[config.mk]
export PLATFORM = sky130hd
export DESIGN_NAME = pio_cpu_if
export DESIGN_NICKNAME = d
export VERILOG_FILES = /design/src/rtl/pio_pkg.sv /design/src/rtl/pio_strobe_sync.sv /design/src/rtl/pio_mode_ctrl.sv /design/src/rtl/pio_port_latches.sv /design/src/rtl/pio_cpu_if.sv
export SDC_FILE = /design/constraint.sdc
export NUM_CORES = 1
export LEC_CHECK = 0
export ABC_AREA = 1
export BUFFER_PORTS_ARGS = -buffer_cell sky130_fd_sc_hd__buf_4
export CAP_MARGIN = 25
export CORE_ASPECT_RATIO = 0.9
export CORE_MARGIN = 2
export CORE_UTILIZATION = 40
export CTS_CLUSTER_DIAMETER = 200
export DETAILED_ROUTE_END_ITERATION = 6
export GPL_ROUTABILITY_DRIVEN = 0
export HOLD_SLACK_MARGIN = 0.1
export PLACE_DENSITY = 0.68
export SLEW_MARGIN = 30
export SYNTH_ARGS = -nofsm -noshare
export SYNTH_HDL_FRONTEND = slang
export SYNTH_HIERARCHICAL = 1
export SYNTH_SLANG_ARGS = --single-unit
[constraint.sdc]
create_clock -name clk -period 2.6 [get_ports clk]
set_input_delay 0.52 -clock clk [delete_from_list [all_inputs] [get_ports clk]]
set_output_delay 0.52 -clock clk [all_outputs]
set_load 0.01 [all_outputs]
[src/rtl/pio_pkg.sv]
package pio_pkg;

  // Mode word fields, in the bit order of control data bits 6..0
  typedef struct packed {
    logic [1:0] a_mode_raw;
    logic       a_in;
    logic       cu_in;
    logic       b_mode;
    logic       b_in;
    logic       cl_in;
  } mode_cfg_t;

  typedef enum logic [2:0] {
    ROUTE_NONE,
    ROUTE_LATCH,
    ROUTE_INTE_A1,
    ROUTE_INTE_A2,
    ROUTE_INTE_B
  } bsr_route_e;

  localparam mode_cfg_t CFG_RESET = '{a_mode_raw: 2'b00, a_in: 1'b1, cu_in: 1'b1,
                                      b_mode: 1'b0, b_in: 1'b1, cl_in: 1'b1};

  localparam logic [1:0] ADDR_PA  = 2'b00;
  localparam logic [1:0] ADDR_PB  = 2'b01;
  localparam logic [1:0] ADDR_PC  = 2'b10;
  localparam logic [1:0] ADDR_CTL = 2'b11;

  function automatic logic grp_a_handshake(mode_cfg_t c);
    return c.a_mode_raw != 2'b00;
  endfunction

  function automatic logic [1:0] grp_a_mode_code(mode_cfg_t c);
    return c.a_mode_raw[1] ? 2'd2 : {1'b0, c.a_mode_raw[0]};
  endfunction

  // Port C bits that a direct port C write may change
  function automatic logic [7:0] pc_direct_mask(mode_cfg_t c);
    logic lo_ok;
    logic hi_ok;
    lo_ok = !c.b_mode && !c.cl_in;
    hi_ok = !grp_a_handshake(c) && !c.cu_in;
    return {{4{hi_ok}}, {4{lo_ok}}};
  endfunction

  // Where a single-bit command on port C bit sel lands
  function automatic bsr_route_e bsr_route(mode_cfg_t c, logic [2:0] sel);
    logic nib_out;
    nib_out = sel[2] ? !c.cu_in : !c.cl_in;
    if (grp_a_handshake(c) && sel == 3'd6)      return ROUTE_INTE_A1;
    else if (grp_a_handshake(c) && sel == 3'd4) return ROUTE_INTE_A2;
    else if (c.b_mode && sel == 3'd2)           return ROUTE_INTE_B;
    else if (nib_out)                           return ROUTE_LATCH;
    else                                        return ROUTE_NONE;
  endfunction

endpackage

[src/rtl/pio_strobe_sync.sv]
module pio_strobe_sync #(
  parameter int STAGES = 2
) (
  input  logic clk,
  input  logic rst,
  input  logic strobe_n,
  output logic fall
);
  logic [STAGES:0] chain;

  always_ff @(posedge clk) begin
    if (rst) chain <= '1;
    else     chain <= {chain[STAGES-1:0], strobe_n};
  end

  assign fall = chain[STAGES] & ~chain[STAGES-1];

  // one commit per strobe edge
  a_r2_single_commit: assert property (@(posedge clk) disable iff (rst)
    fall |=> !fall);
endmodule

[src/rtl/pio_mode_ctrl.sv]
module pio_mode_ctrl
  import pio_pkg::*;
(
  input  logic       clk,
  input  logic       rst,
  input  logic       mode_wr,
  input  logic [6:0] mode_data,
  input  logic       bsr_wr,
  input  bsr_route_e route,
  input  logic       bsr_val,
  input  logic       pc_wr,
  output mode_cfg_t  cfg,
  output logic [2:0] inte
);
  // inte = {a1 (output side), a2 (input side), b}
  always_ff @(posedge clk) begin
    if (rst) begin
      cfg  <= CFG_RESET;
      inte <= '0;
    end else if (mode_wr) begin
      cfg  <= mode_cfg_t'(mode_data);
      inte <= '0;
    end else if (bsr_wr) begin
      case (route)
        ROUTE_INTE_A1: inte[2] <= bsr_val;
        ROUTE_INTE_A2: inte[1] <= bsr_val;
        ROUTE_INTE_B:  inte[0] <= bsr_val;
        default: ;
      endcase
    end
  end

  a_r5_reset_cfg: assert property (@(posedge clk)
    rst |=> (cfg == CFG_RESET && inte == 3'b000));
  a_r6_inte_cleared: assert property (@(posedge clk) disable iff (rst)
    mode_wr |=> inte == 3'b000);
  a_r11_pc_write_keeps_inte: assert property (@(posedge clk) disable iff (rst)
    pc_wr |=> $stable(inte));
endmodule

[src/rtl/pio_port_latches.sv]
module pio_port_latches #(
  parameter int W = 8
) (
  input  logic         clk,
  input  logic         rst,
  input  logic         mode_wr,
  input  logic         pa_wr,
  input  logic         pb_wr,
  input  logic         pc_wr,
  input  logic [W-1:0] pc_mask,
  input  logic         bit_wr,
  input  logic [$clog2(W)-1:0] bit_sel,
  input  logic         bit_val,
  input  logic [W-1:0] wdata,
  output logic [W-1:0] pa_q,
  output logic [W-1:0] pb_q,
  output logic [W-1:0] pc_q
);
  always_ff @(posedge clk) begin
    if (rst || mode_wr) begin
      pa_q <= '0;
      pb_q <= '0;
      pc_q <= '0;
    end else begin
      if (pa_wr) pa_q <= wdata;
      if (pb_wr) pb_q <= wdata;
      if (pc_wr) pc_q <= (pc_q & ~pc_mask) | (wdata & pc_mask);
      else if (bit_wr) pc_q[bit_sel] <= bit_val;
    end
  end

  a_r6_latches_cleared: assert property (@(posedge clk) disable iff (rst)
    mode_wr |=> (pa_q == '0 && pb_q == '0 && pc_q == '0));
endmodule

[src/rtl/pio_cpu_if.sv]
module pio_cpu_if
  import pio_pkg::*;
#(
  parameter int SYNC_STAGES = 2
) (
  input  logic       clk,
  input  logic       rst,
  input  logic       cs_n,
  input  logic       rd_n,
  input  logic       wr_n,
  input  logic [1:0] addr,
  input  logic [7:0] din,
  output logic [7:0] dout,
  output logic       dout_valid,
  input  logic [7:0] pa_in,
  input  logic [7:0] pb_in,
  input  logic [7:0] pc_in,
  output logic [7:0] pa_latch,
  output logic [7:0] pb_latch,
  output logic [7:0] pc_latch,
  output logic       pa_dir_in,
  output logic       pb_dir_in,
  output logic       pcl_dir_in,
  output logic       pcu_dir_in,
  output logic [1:0] grp_a_mode,
  output logic       grp_b_mode,
  output logic       inte_a_out,
  output logic       inte_a_in,
  output logic       inte_b,
  output logic       flags_clr
);
  localparam int W = 8;

  logic       wr_fall, commit;
  logic       mode_wr, bsr_wr, pa_wr, pb_wr, pc_wr, bit_wr;
  mode_cfg_t  cfg;
  logic [2:0] inte;
  bsr_route_e route;
  logic [7:0] pc_mask, pc_view;

  pio_strobe_sync #(.STAGES(SYNC_STAGES)) i_wr_sync (
    .clk(clk), .rst(rst), .strobe_n(wr_n), .fall(wr_fall)
  );

  // Write decode: named events for the assertions
  assign commit  = wr_fall && !cs_n;
  assign mode_wr = commit && addr == ADDR_CTL &&  din[7];
  assign bsr_wr  = commit && addr == ADDR_CTL && !din[7];
  assign pa_wr   = commit && addr == ADDR_PA;
  assign pb_wr   = commit && addr == ADDR_PB;
  assign pc_wr   = commit && addr == ADDR_PC;
  assign route   = bsr_route(cfg, din[3:1]);
  assign bit_wr  = bsr_wr && route == ROUTE_LATCH;
  assign pc_mask = pc_direct_mask(cfg);

  pio_mode_ctrl i_mode (
    .clk(clk), .rst(rst), .mode_wr(mode_wr), .mode_data(din[6:0]),
    .bsr_wr(bsr_wr), .route(route), .bsr_val(din[0]), .pc_wr(pc_wr),
    .cfg(cfg), .inte(inte)
  );

  pio_port_latches #(.W(W)) i_latch (
    .clk(clk), .rst(rst), .mode_wr(mode_wr),
    .pa_wr(pa_wr), .pb_wr(pb_wr), .pc_wr(pc_wr), .pc_mask(pc_mask),
    .bit_wr(bit_wr), .bit_sel(din[3:1]), .bit_val(din[0]), .wdata(din),
    .pa_q(pa_latch), .pb_q(pb_latch), .pc_q(pc_latch)
  );

  assign pa_dir_in  = cfg.a_in;
  assign pb_dir_in  = cfg.b_in;
  assign pcl_dir_in = cfg.cl_in;
  assign pcu_dir_in = cfg.cu_in;
  assign grp_a_mode = grp_a_mode_code(cfg);
  assign grp_b_mode = cfg.b_mode;
  assign inte_a_out = inte[2];
  assign inte_a_in  = inte[1];
  assign inte_b     = inte[0];
  assign flags_clr  = mode_wr;

  // Read path
  assign dout_valid = !cs_n && !rd_n;
  assign pc_view = {cfg.cu_in ? pc_in[7:4] : pc_latch[7:4],
                    cfg.cl_in ? pc_in[3:0] : pc_latch[3:0]};

  always_comb begin
    dout = '0;
    if (dout_valid) begin
      case (addr)
        ADDR_PA: dout = cfg.a_in ? pa_in : pa_latch;
        ADDR_PB: dout = cfg.b_in ? pb_in : pb_latch;
        ADDR_PC: dout = pc_view;
        default: dout = {1'b1, cfg};
      endcase
    end
  end

  a_r4_ctrl_read_bit7: assert property (@(posedge clk) disable iff (rst)
    (dout_valid && addr == ADDR_CTL) |-> dout[7]);
  a_r9_bsr_input_line_kept: assert property (@(posedge clk) disable iff (rst)
    (bsr_wr && route == ROUTE_NONE) |=> $stable(pc_latch));
  a_r10_bsr_inte_latch_kept: assert property (@(posedge clk) disable iff (rst)
    (bsr_wr && route != ROUTE_LATCH && route != ROUTE_NONE) |=> $stable(pc_latch));
  a_r2_no_write_without_select: assert property (@(posedge clk) disable iff (rst)
    cs_n |=> ($stable(pa_latch) && $stable(pb_latch) && !flags_clr));
endmodule

==> results of run 1 <==
==> area by class of cell <==
cell class	count	area [µm²]
fillers	644	2740
repair buffers	87	653
inverters	90	340
well taps	87	109
clock buffers	5	68.8
multi-input cells	329	1390
flip-flops and latches	37	741
clock inverters	3	68.8
==> routing by layer <==
layer / share of wire / routed length, µm
met5: 0 / 0
met4: 0.018 / 140
met3: 0.076 / 603
met2: 0.47 / 3700
met1: 0.44 / 3500
==> worst max-delay path, cell delays in order, from the launching register on <==
cell and delay, ns:
dfxtp_1 0.58, inv_1 0.23, nand2_1 0.10, nand3_1 0.07, nand2_1 0.09, nor2_1 0.04
nor2_1 0.14, buf_4 0.15
==> power groups by stage <==
stage | registers (mW) | clock network (mW) | logic, mW
floorplan | 0.588 | 0 | 0.0941
global placement | 0.588 | 0 | 0.195
detailed placement | 0.588 | 0 | 0.197
CTS | 0.574 | 0.629 | 0.197
global route | 0.575 | 0.652 | 0.220
finish | 0.574 | 0.615 | 0.197
==> cells in the mapped netlist, types with 2 or more instances <==
master and count:
o21ai_1 2, dfxtp_1 37, buf_2 4, nor2_1 66, nand3_1 49, a21oi_1 20
nand3b_1 2, buf_6 3, nand2_1 159, inv_1 83, o21ai_0 13, nor2_2 9
nor3_1 4, inv_2 5, nand4_1 2
==> kinds of logic (layout without fill, tap and decap cells) <==
group	Yosys count	in the layout
compound gates	36	36
buf+inv	99	185
simple gates	293	293
flops	37	37
==> cell usage in the layout (no fill, tap or decap), drive strengths merged <==
cell	count
clkbuf	5
nor3	4
a21oi	20
inv	90
or2	1
nand4	2
nand2	159
nor2	76
clkinv	1
o21ai	15
bufinv	2
nand3	49
dfxtp	37
buf	87
a21boi	1
nand3b	2
==> worst paths after layout <==
kind	from	end	slack, ns	cells past startpoint
worst max register to register	i_mode/cfg[3]	register	0.65	11
worst max-delay path	i_mode/cfg[4]	dout[2]	0.39	7
worst min-delay path	wr_n	i_wr_sync/chain[0]	0.39	3
worst min register to register	i_wr_sync/chain[0]	i_wr_sync/chain[1]	0.42	2
==> per-stage QoR <==
stage	util	power, mW	cell area, µm²	instances
global placement	0.529	0.783	3240	630
floorplan	-	0.682	2540	465
finish	0.552	1.39	3370	638
global route	0.552	1.45	3370	638
detailed placement	0.529	0.784	3240	630
CTS	0.552	1.40	3370	638
==> summary.md, run 1 <==
| Metric | Value |
|---|---|
| Final Cycle Share | 0.849 |
| Final wirelength | about 7900 µm |
| Detailed-route via count | just over 3000 |
| Int Pwr | approximately 1.0 mW |
| Net count, final | between 500 and 600 |
| Worst Path Required | around 2.1 ns |
| Starting Density | 0.416 |
| H-tree depth | 2 |
| Die Ht | approximately 80 µm |
| Largest family of logic cells by synthesized area | simple AND/OR/NAND/NOR gates |
| Met3 layer usage reported by global route | 0.0393 |
| Core Region | around 6100 µm² |
| Xor/xnor share of the synthesized area | 0 |
| Share of power burned in registers | 0.414 |
| Via density | 4.78 |
| Critical Path End Type | output pin |
| Endpoints failing setup | 0 |
| Worst hold path class | in -> reg |
| Yosys top cell area share | 0.291 |
| Synth warnings | 6 |
| Syn_nets | 504 |
| # DRC | 0 |
| CTS max path bufs | 2 |
| Global routing's busiest layer | met2 |
| Worst-margin pin slew | a little over 0.5 ns |
| M2 GR Usage | 0.365 |
| Post-CTS Resized | 0 |
| Post-Synth Simple-Gate Area | 0.477 |
| Seq/Total Area, Yosys | 0.291 |
| Pin count of the biggest net entering global routing | 17 |
| I/O Buffers | between 80 and 90 |
| Total CTS buffers | 5 |
| EDFF count, synth | 0 |
| Drt initial violations | around 190 |
| Met1 Resource Use GR | 0.330 |
| Rel. slew slack | 0.654 |
| Gate power share | 0.142 |
| Post-synth ARST share | 0 |
| Hold Fails Final Rpt | 0 |
| Cell area power density | ~400 nW/µm² |
| Row count | 27 |
| Post-synthesis register bit count | 37 |
| Synth Area in Compound Gates | 0.0719 |
| Adder-cell area share of the yosys netlist | 0 |
| Status | completed |
| Clk_skew | between 0.008 and 0.009 ns |
| Pre-antenna DRT Iters | 5 |
| Average size of a mapped cell | 5.46 µm² |
| RSZ-0062 raised after global routing | no |
| DIE AREA | around 7000 µm² |
| Ports | just over 80 |
| TritonCTS clock tree | done |
| Total Neg Setup Slack | 0 ns |
| First-pass GRT wire length | ~13000 µm |
| Critical path fanouts, max | 12 |
| Cells after Synth | ~470 |
| Slew Viols, Final | 0 |
| Maxcap violations | 0 |
| Clk_lat worst skew | roughly 0.30 ns |
| Yosys top cell by area | dfxtp_1 |
| Setup crit start kind | register |
| Area grow syn2layout | 32.8% |
| Hold_ws | 0.392 ns |
| Setup ws final | between 0.3 and 0.4 ns |
| Routed len/inst | 12.4 µm |
| Fin crit period | between 2 and 2.5 ns |
| WP data arrival | between 1.5 and 2 ns |
| Leakage power | about 1.8 nW |
| Maximum VDD drop | roughly 0.00024 V |
| Dpl ws | roughly 0.34 ns |
| Synthesized cell area | 2540 µm² |
| Root Buffer | clkbuf_8 |
| Top cells by area, synth | dfxtp_1 29%, nand2_1 23%, inv_1 12%, nor2_1 9.7%, nand3_1 9.7% |
| Switching pwr | between 0.3 and 0.4 mW |
| Layout cells sized above 1 | 0.203 |
| Hold buffer count at CTS | 0 |
| Netlist cell types | 22 |
| Ant. Diodes | 0 |
| Overflow after GRT | 0 |
| Sw frac | 0.251 |
| Clk pin slew, worst setup/hold paths | 0.08 ns |
| Critical path class | reg -> out |
| Initial antenna violation count | 0 |
| Clock sinks | 37 |
| Max Freq | 453 MHz |
| GR Util All Layers | 0.234 |
| Post-CTS setup buffers | 0 |
| Clock network fraction of design power | 0.444 |
| Post-route ant nets | 0 |
| Mux contribution to synthesized area | 0 |
| Top FF cell, synth | dfxtp_1 |
| DP HPWL | ~6000 µm |
| Chip Width | roughly 88 µm |
| Vias in the first global route | 2699 |
Power figures use the tool's default switching activity.
==> run 2, diff against run 1 <==
- clock period: 2.6 -> 2.05 ns (I/O delays scaled with it)
==> summary.md, run 2 (same netlist as run 1, synthesis figures left out) <==
| Metric | Value |
|---|---|
| Max incr delay on CP | 0.45 ns (-0.13 ns) |
| Worst hold path class | in -> reg |
| Most common cell after layout, fill and taps aside | nand2_1 |
| Maxcap violations | 0 (unchanged) |
| Vias in the first global route | 2835 (+5.0%) |
| Core Region | 6110 µm² (unchanged) |
| DIE AREA | 7010 µm² (unchanged) |
| Initial antenna violation count | 0 (unchanged) |
| Die Ht | 79.6 µm (unchanged) |
| Layout cells sized above 1 | 0.224 (+0.0205) |
| TritonCTS clock tree | done |
| Clk_lat worst skew | 0.29 ns (about the same) |
| Critical path class | reg -> out |
| Fin crit period | 1.93 ns |
| Ports | 83 (unchanged) |
| Worst path cell trace | inv_1, nand2_1, nand3_1, nand2_1, nor2_1, nor2_1, buf_4 |
| Drt initial violations | 205 (+9.6%) |
| I/O Buffers | 82 (unchanged) |
| # DRC | 0 (unchanged) |
| Detailed-route via count | 3095 (+1.5%) |
| Critical path fanouts, max | 8 (-4) |
| Worst reg2reg path startpoint | i_mode/cfg[5] |
| Starting Density | 0.416 (unchanged) |
| Critical Path End Type | output pin |
| Max Freq | 517 MHz |
| Hold Fails Final Rpt | 0 (unchanged) |
| Row count | 27 (unchanged) |
| Clk pin slew, worst setup/hold paths | 0.08 ns (about the same) |
| Worst-margin pin slew | 0.404 ns (-0.113 ns) |
| Area grow syn2layout | 34.9% |
| Root Buffer | clkbuf_8 |
| Crit-path leading delay family | simple AND/OR/NAND/NOR gates |
| Net count, final | 601 (+2.0%) |
| RSZ-0062 raised after global routing | no |
| First-pass GRT wire length | 13100 µm (+3.2%) |
| Most frequent cells in the layout | 158 x nand2_1, 99 x buf_4, 83 x inv_1 |
| Hold buffer count at CTS | 0 (unchanged) |
| Slew Viols, Final | 0 (unchanged) |
| Chip Width | 88.0 µm (unchanged) |
| Clock sinks | 37 (unchanged) |
| Setup crit start kind | register |
| GR Util All Layers | 0.240 (+0.00609) |
| CTS max path bufs | 2 (unchanged) |
| Overflow after GRT | 0 (unchanged) |
| R2R depth | 9 (-2) |
| Ant. Diodes | 0 (unchanged) |
| Worst Path Required | 1.64 ns (-0.44 ns) |
| H-tree depth | 2 (unchanged) |
| Endpoints failing setup | 0 (unchanged) |
| Worst path bufs/invs | 2 (unchanged) |
| Internal reg-to-reg setup slack | 0.29 ns (-0.36 ns) |
| Post-route ant nets | 0 (unchanged) |
| Total Neg Setup Slack | 0 ns (unchanged) |
| Rel. slew slack | 0.730 (+0.0756) |
| Pin count of the biggest net entering global routing | 17 (unchanged) |
| WP data arrival | 1.52 ns (-0.17 ns) |
| Clk_skew | 0.00309 ns (-0.00535 ns) |
| Hold path cells | 3 (unchanged) |
| DP HPWL | 6400 µm (+4.7%) |
| Maximum VDD drop | 0.000276 V (+16%) |
| Status | completed |
| Hold Path End | i_wr_sync/chain[0] |
| Routed len/inst | 12.6 µm (+1.2%) |
| Cell area power density | 442 nW/µm² (+7.6%) |
| Leakage power | 1.85 nW (+1.9%) |
| Final Cycle Share | 0.943 |
| Hold Startpoint | wr_n |
| Via density | 4.76 (-0.40%) |
| Overall Power | 1.52 mW (+9.3%) |
| Final wirelength | 8190 µm (+3.1%) |
| CP max stage cell | dfxtp_1 |
| Total CTS buffers | 5 (unchanged) |
| Pre-antenna DRT Iters | 5 (unchanged) |
run 2: changes by cell type in the layout (fill, tap and decap cells not counted), sizes merged:
cell	previous run	this run
buf	87	99
bufinv	2	0
clkinv	1	3
clkinvlp	0	1
inv	90	89
run 2: power breakdown:
group	switching, mW	internal [mW]
clock	0.285	0.235
combinational	0.154	0.113
sequential	0.00419	0.724
run 2: metal layers:
metal,GRT usage,share of wire,vias up
li1,-,-,1591
met1,0.329,0.44,1363
met2,0.386,0.45,123
met3,0.0403,0.089,18
met4,0.0742,0.021,0
met5,0,0,-
run 2: area by class of cell:
class,count,area (µm²)
Fill cell,641,2690
Multi-Input combinational cell,329,1410
Timing Repair Buffer,99,743
Sequential cell,37,742
Inverter,90,340
Tap cell,87,109
Clock buffer,5,68.8
Clock inverter,3,17.5
run 2: worst register-to-register path, delay by kind of cell, from the launching register on:
family | cells | cell delay (ns)
and+or+nand+nor | 7 | 1.10
buffers and inverters | 1 | 0.09
DFF | 1 | 0.34
AOI/OAI and AO/OA | 1 | 0.15
run 2: timing repair:
| action | in CTS | in global routing |
|---|---|---|
| setup buffers | 0 | 3 |
| endpoints found under the setup margin | 0 | 8 |
| resized for setup | 0 | 4 |
run 2: worst max-delay path by stage:
stage	cells after the start	start	end	slack (ns)
after global routing	8	i_wr_sync/chain[2]	flags_clr	0.004
final	7	i_mode/cfg[1]	dout[0]	0.12
after global placement	8	cs_n	i_latch/pb_q[3]	0.19
after CTS	7	i_wr_sync/chain[1]	flags_clr	0.05
after detailed placement	8	cs_n	i_latch/pb_q[1]	0.20
after floorplan	7	addr[0]	i_latch/pa_q[0]	0.26
run 2: stage by stage:
stage / utilization / setup WS (ns) / instance area [µm²] / std cells / hold WS [ns]
2_1_floorplan: - / 0.261 / 2540 / 465 / 0.387
3_3_place_gp: 0.540 / 0.188 / 3300 / 639 / 0.404
3_5_place_dp: 0.540 / 0.195 / 3300 / 639 / 0.409
4_1_cts: 0.555 / 0.0538 / 3390 / 647 / 0.280
5_1_grt: 0.560 / 0.00395 / 3430 / 650 / 0.281
6_report: 0.560 / 0.117 / 3430 / 650 / 0.288
==> run 3, diff against run 2 <==
- CTS_CLUSTER_DIAMETER: 200 -> unset
- REMOVE_ABC_BUFFERS: unset -> 1
==> summary.md, run 3 (same netlist as run 1, synthesis figures left out) <==
| Metric | Value |
|---|---|
| Status | completed |
| Max incr delay on CP | 0.29 ns (-0.16 ns) |
| Worst Path Required | 1.64 ns (about the same) |
| Total CTS buffers | 5 (unchanged) |
| CTS max path bufs | 2 (unchanged) |
| Reg area | 742 µm² (unchanged) |
| Sw frac | 0.278 (-0.0145) |
| Post-route ant nets | 0 (unchanged) |
| Int Pwr | 1.11 mW (+3.4%) |
| Ant. Diodes | 0 (unchanged) |
| TritonCTS clock tree | done |
| Via density | 4.70 (-1.3%) |
| Slew Viols, Final | 0 (unchanged) |
| Max Freq | 530 MHz (+2.5%) |
| Root Buffer | clkbuf_8 |
| Endpoints failing setup | 0 (unchanged) |
| Hold Fails Final Rpt | 0 (unchanged) |
| Leakage power | 1.85 nW (about the same) |
| Clock sinks | 37 (unchanged) |
| Critical path fanouts, max | 8 (unchanged) |
| Worst path bufs/invs | 3 (+1) |
| Fin crit period | 1.89 ns (-0.0463 ns) |
| Gate power share | 0.172 (-0.004) |
| Maximum VDD drop | 0.000292 V (+5.8%) |
| Net count, final | 600 (-0.17%) |
| Final Cycle Share | 0.921 (-0.0226) |
| Setup ws final | 0.163 ns (+0.0463 ns) |
| Cell area power density | 449 nW/µm² (+1.4%) |
| Drt initial violations | 156 (-24%) |
| Critical path class | in -> out |
| Initial antenna violation count | 0 (unchanged) |
| First-pass GRT wire length | 12500 µm (-4.4%) |
| Chip Width | 88.0 µm (unchanged) |
| Rel. slew slack | 0.683 (-0.0471) |
| Row count | 27 (unchanged) |
| Critical Path End Type | output pin |
| DP HPWL | 6200 µm (-3.0%) |
| Setup crit start kind | input port |
| Crit-path leading delay family | simple AND/OR/NAND/NOR gates |
| Layout cells sized above 1 | 0.221 (-0.00316) |
| Routed len/inst | 12.4 µm (-1.8%) |
| I/O Buffers | 82 (unchanged) |
| Final wirelength | 8030 µm (-2.0%) |
| Switching pwr | 0.427 mW (-3.7%) |
| Maxcap violations | 0 (unchanged) |
| Most common cell after layout, fill and taps aside | nand2_1 |
| Vias in the first global route | 2707 (-4.5%) |
| Hold buffer count at CTS | 0 (unchanged) |
| Area grow syn2layout | 34.7% |
| Multi-input gate area | 1400 µm² (-0.53%) |
| Overflow after GRT | 0 (unchanged) |
| Fillers | 648 (+1.1%) |
| Die Ht | 79.6 µm (unchanged) |
| Share of power burned in registers | 0.474 (-0.006) |
| Most frequent cells in the layout | 159 x nand2_1, 98 x buf_4, 83 x inv_1 |
| Worst-margin pin slew | 0.476 ns (+0.0716 ns) |
| Clk pin slew, worst setup/hold paths | 0.08 ns (about the same) |
| GR Util All Layers | 0.232 (-0.00888) |
| Final Instance Area | 3420 µm² (-0.15%) |
| # DRC | 0 (unchanged) |
| CP max stage cell | nor2_2 |
| RSZ-0062 raised after global routing | no |
| Pin count of the biggest net entering global routing | 17 (unchanged) |
| Detailed-route via count | 3051 (-1.4%) |
| Worst path cell trace | buf_4, inv_2, nor2_2, nand3_1, nand2_1, nor2_1, nor2_1, buf_4 |
| DIE AREA | 7010 µm² (unchanged) |
| Clock network fraction of design power | 0.354 (+0.011) |
| Dpl ws | 0.138 ns (-0.0570 ns) |
| Starting Density | 0.416 (unchanged) |
| H-tree depth | 2 (unchanged) |
| Pre-antenna DRT Iters | 4 (-1) |
| Ports | 83 (unchanged) |
| Clk_lat worst skew | 0.29 ns (about the same) |
| Worst hold path class | in -> reg |
| WP data arrival | 1.48 ns (-0.04 ns) |
| Clk_skew | 0.00831 ns (+0.00522 ns) |
| Core Region | 6110 µm² (unchanged) |
| Overall Power | 1.53 mW (+1.3%) |
| Hold_ws | 0.282 ns (-0.00617 ns) |
| Dpl cell area | 3300 µm² (-0.23%) |
## run 3: what timing repair did
action | 4_1_cts | 5_1_grt
setup endpoints to repair | 0 | 6
buffers inserted | 0 | 3
gates resized for setup | 0 | 2
## run 3: final cells by class
cell class	count	share of cell area
clock buffer	6	0.0241
clock inverter	2	0.00402
inverter	90	0.0995
multi-input combinational	329	0.409
sequential	37	0.217
tap	87	0.0318
timing repair buffer	98	0.215
## run 3: metal layers
layer	vias up	share of wire	global-route usage
li1	1591	-	-
met1	1362	0.44	0.314
met2	88	0.47	0.383
met3	10	0.065	0.0321
met4	0	0.019	0.0682
met5	-	0	0
## run 3: path summary, 6_finish.rpt
| path | depth (start not counted) | endpoint | startpoint | slack [ns] |
|---|---|---|---|---|
| worst min register to register | 2 | i_wr_sync/chain[1] | i_wr_sync/chain[0] | 0.42 |
| worst min-delay path | 3 | i_wr_sync/chain[0] | wr_n | 0.28 |
| worst max register to register | 10 | i_latch/pb_q[3] | i_wr_sync/chain[1] | 0.17 |
| worst max-delay path | 8 | dout[1] | addr[1] | 0.16 |
## run 3: per-stage QoR
stage               utilization  setup TNS [ns]  cells
global route              0.560               0    649
CTS                       0.555               0    646
floorplan                     -           -7.52    456
finish                    0.560               0    649
detailed placement        0.539               0    638
global placement          0.539               0    638
## run 3: worst reg2reg max path, delay by kind of cell (launching register included)
kind	cells	cell delay (ns)
AOI/OAI and AO/OA	1	0.18
and+or+nand+nor	4	0.56
DFF	1	0.34
buffers and inverters	5	0.73
## run 3: power groups by stage
stage                     Combinational [mW]  Sequential, mW  Clock (mW)
after floorplan                        0.112           0.746           0
after global placement                 0.260           0.745           0
after detailed placement               0.261           0.745           0
after CTS                              0.262           0.728       0.554
after global routing                   0.291           0.728       0.578
final                                  0.264           0.728       0.543
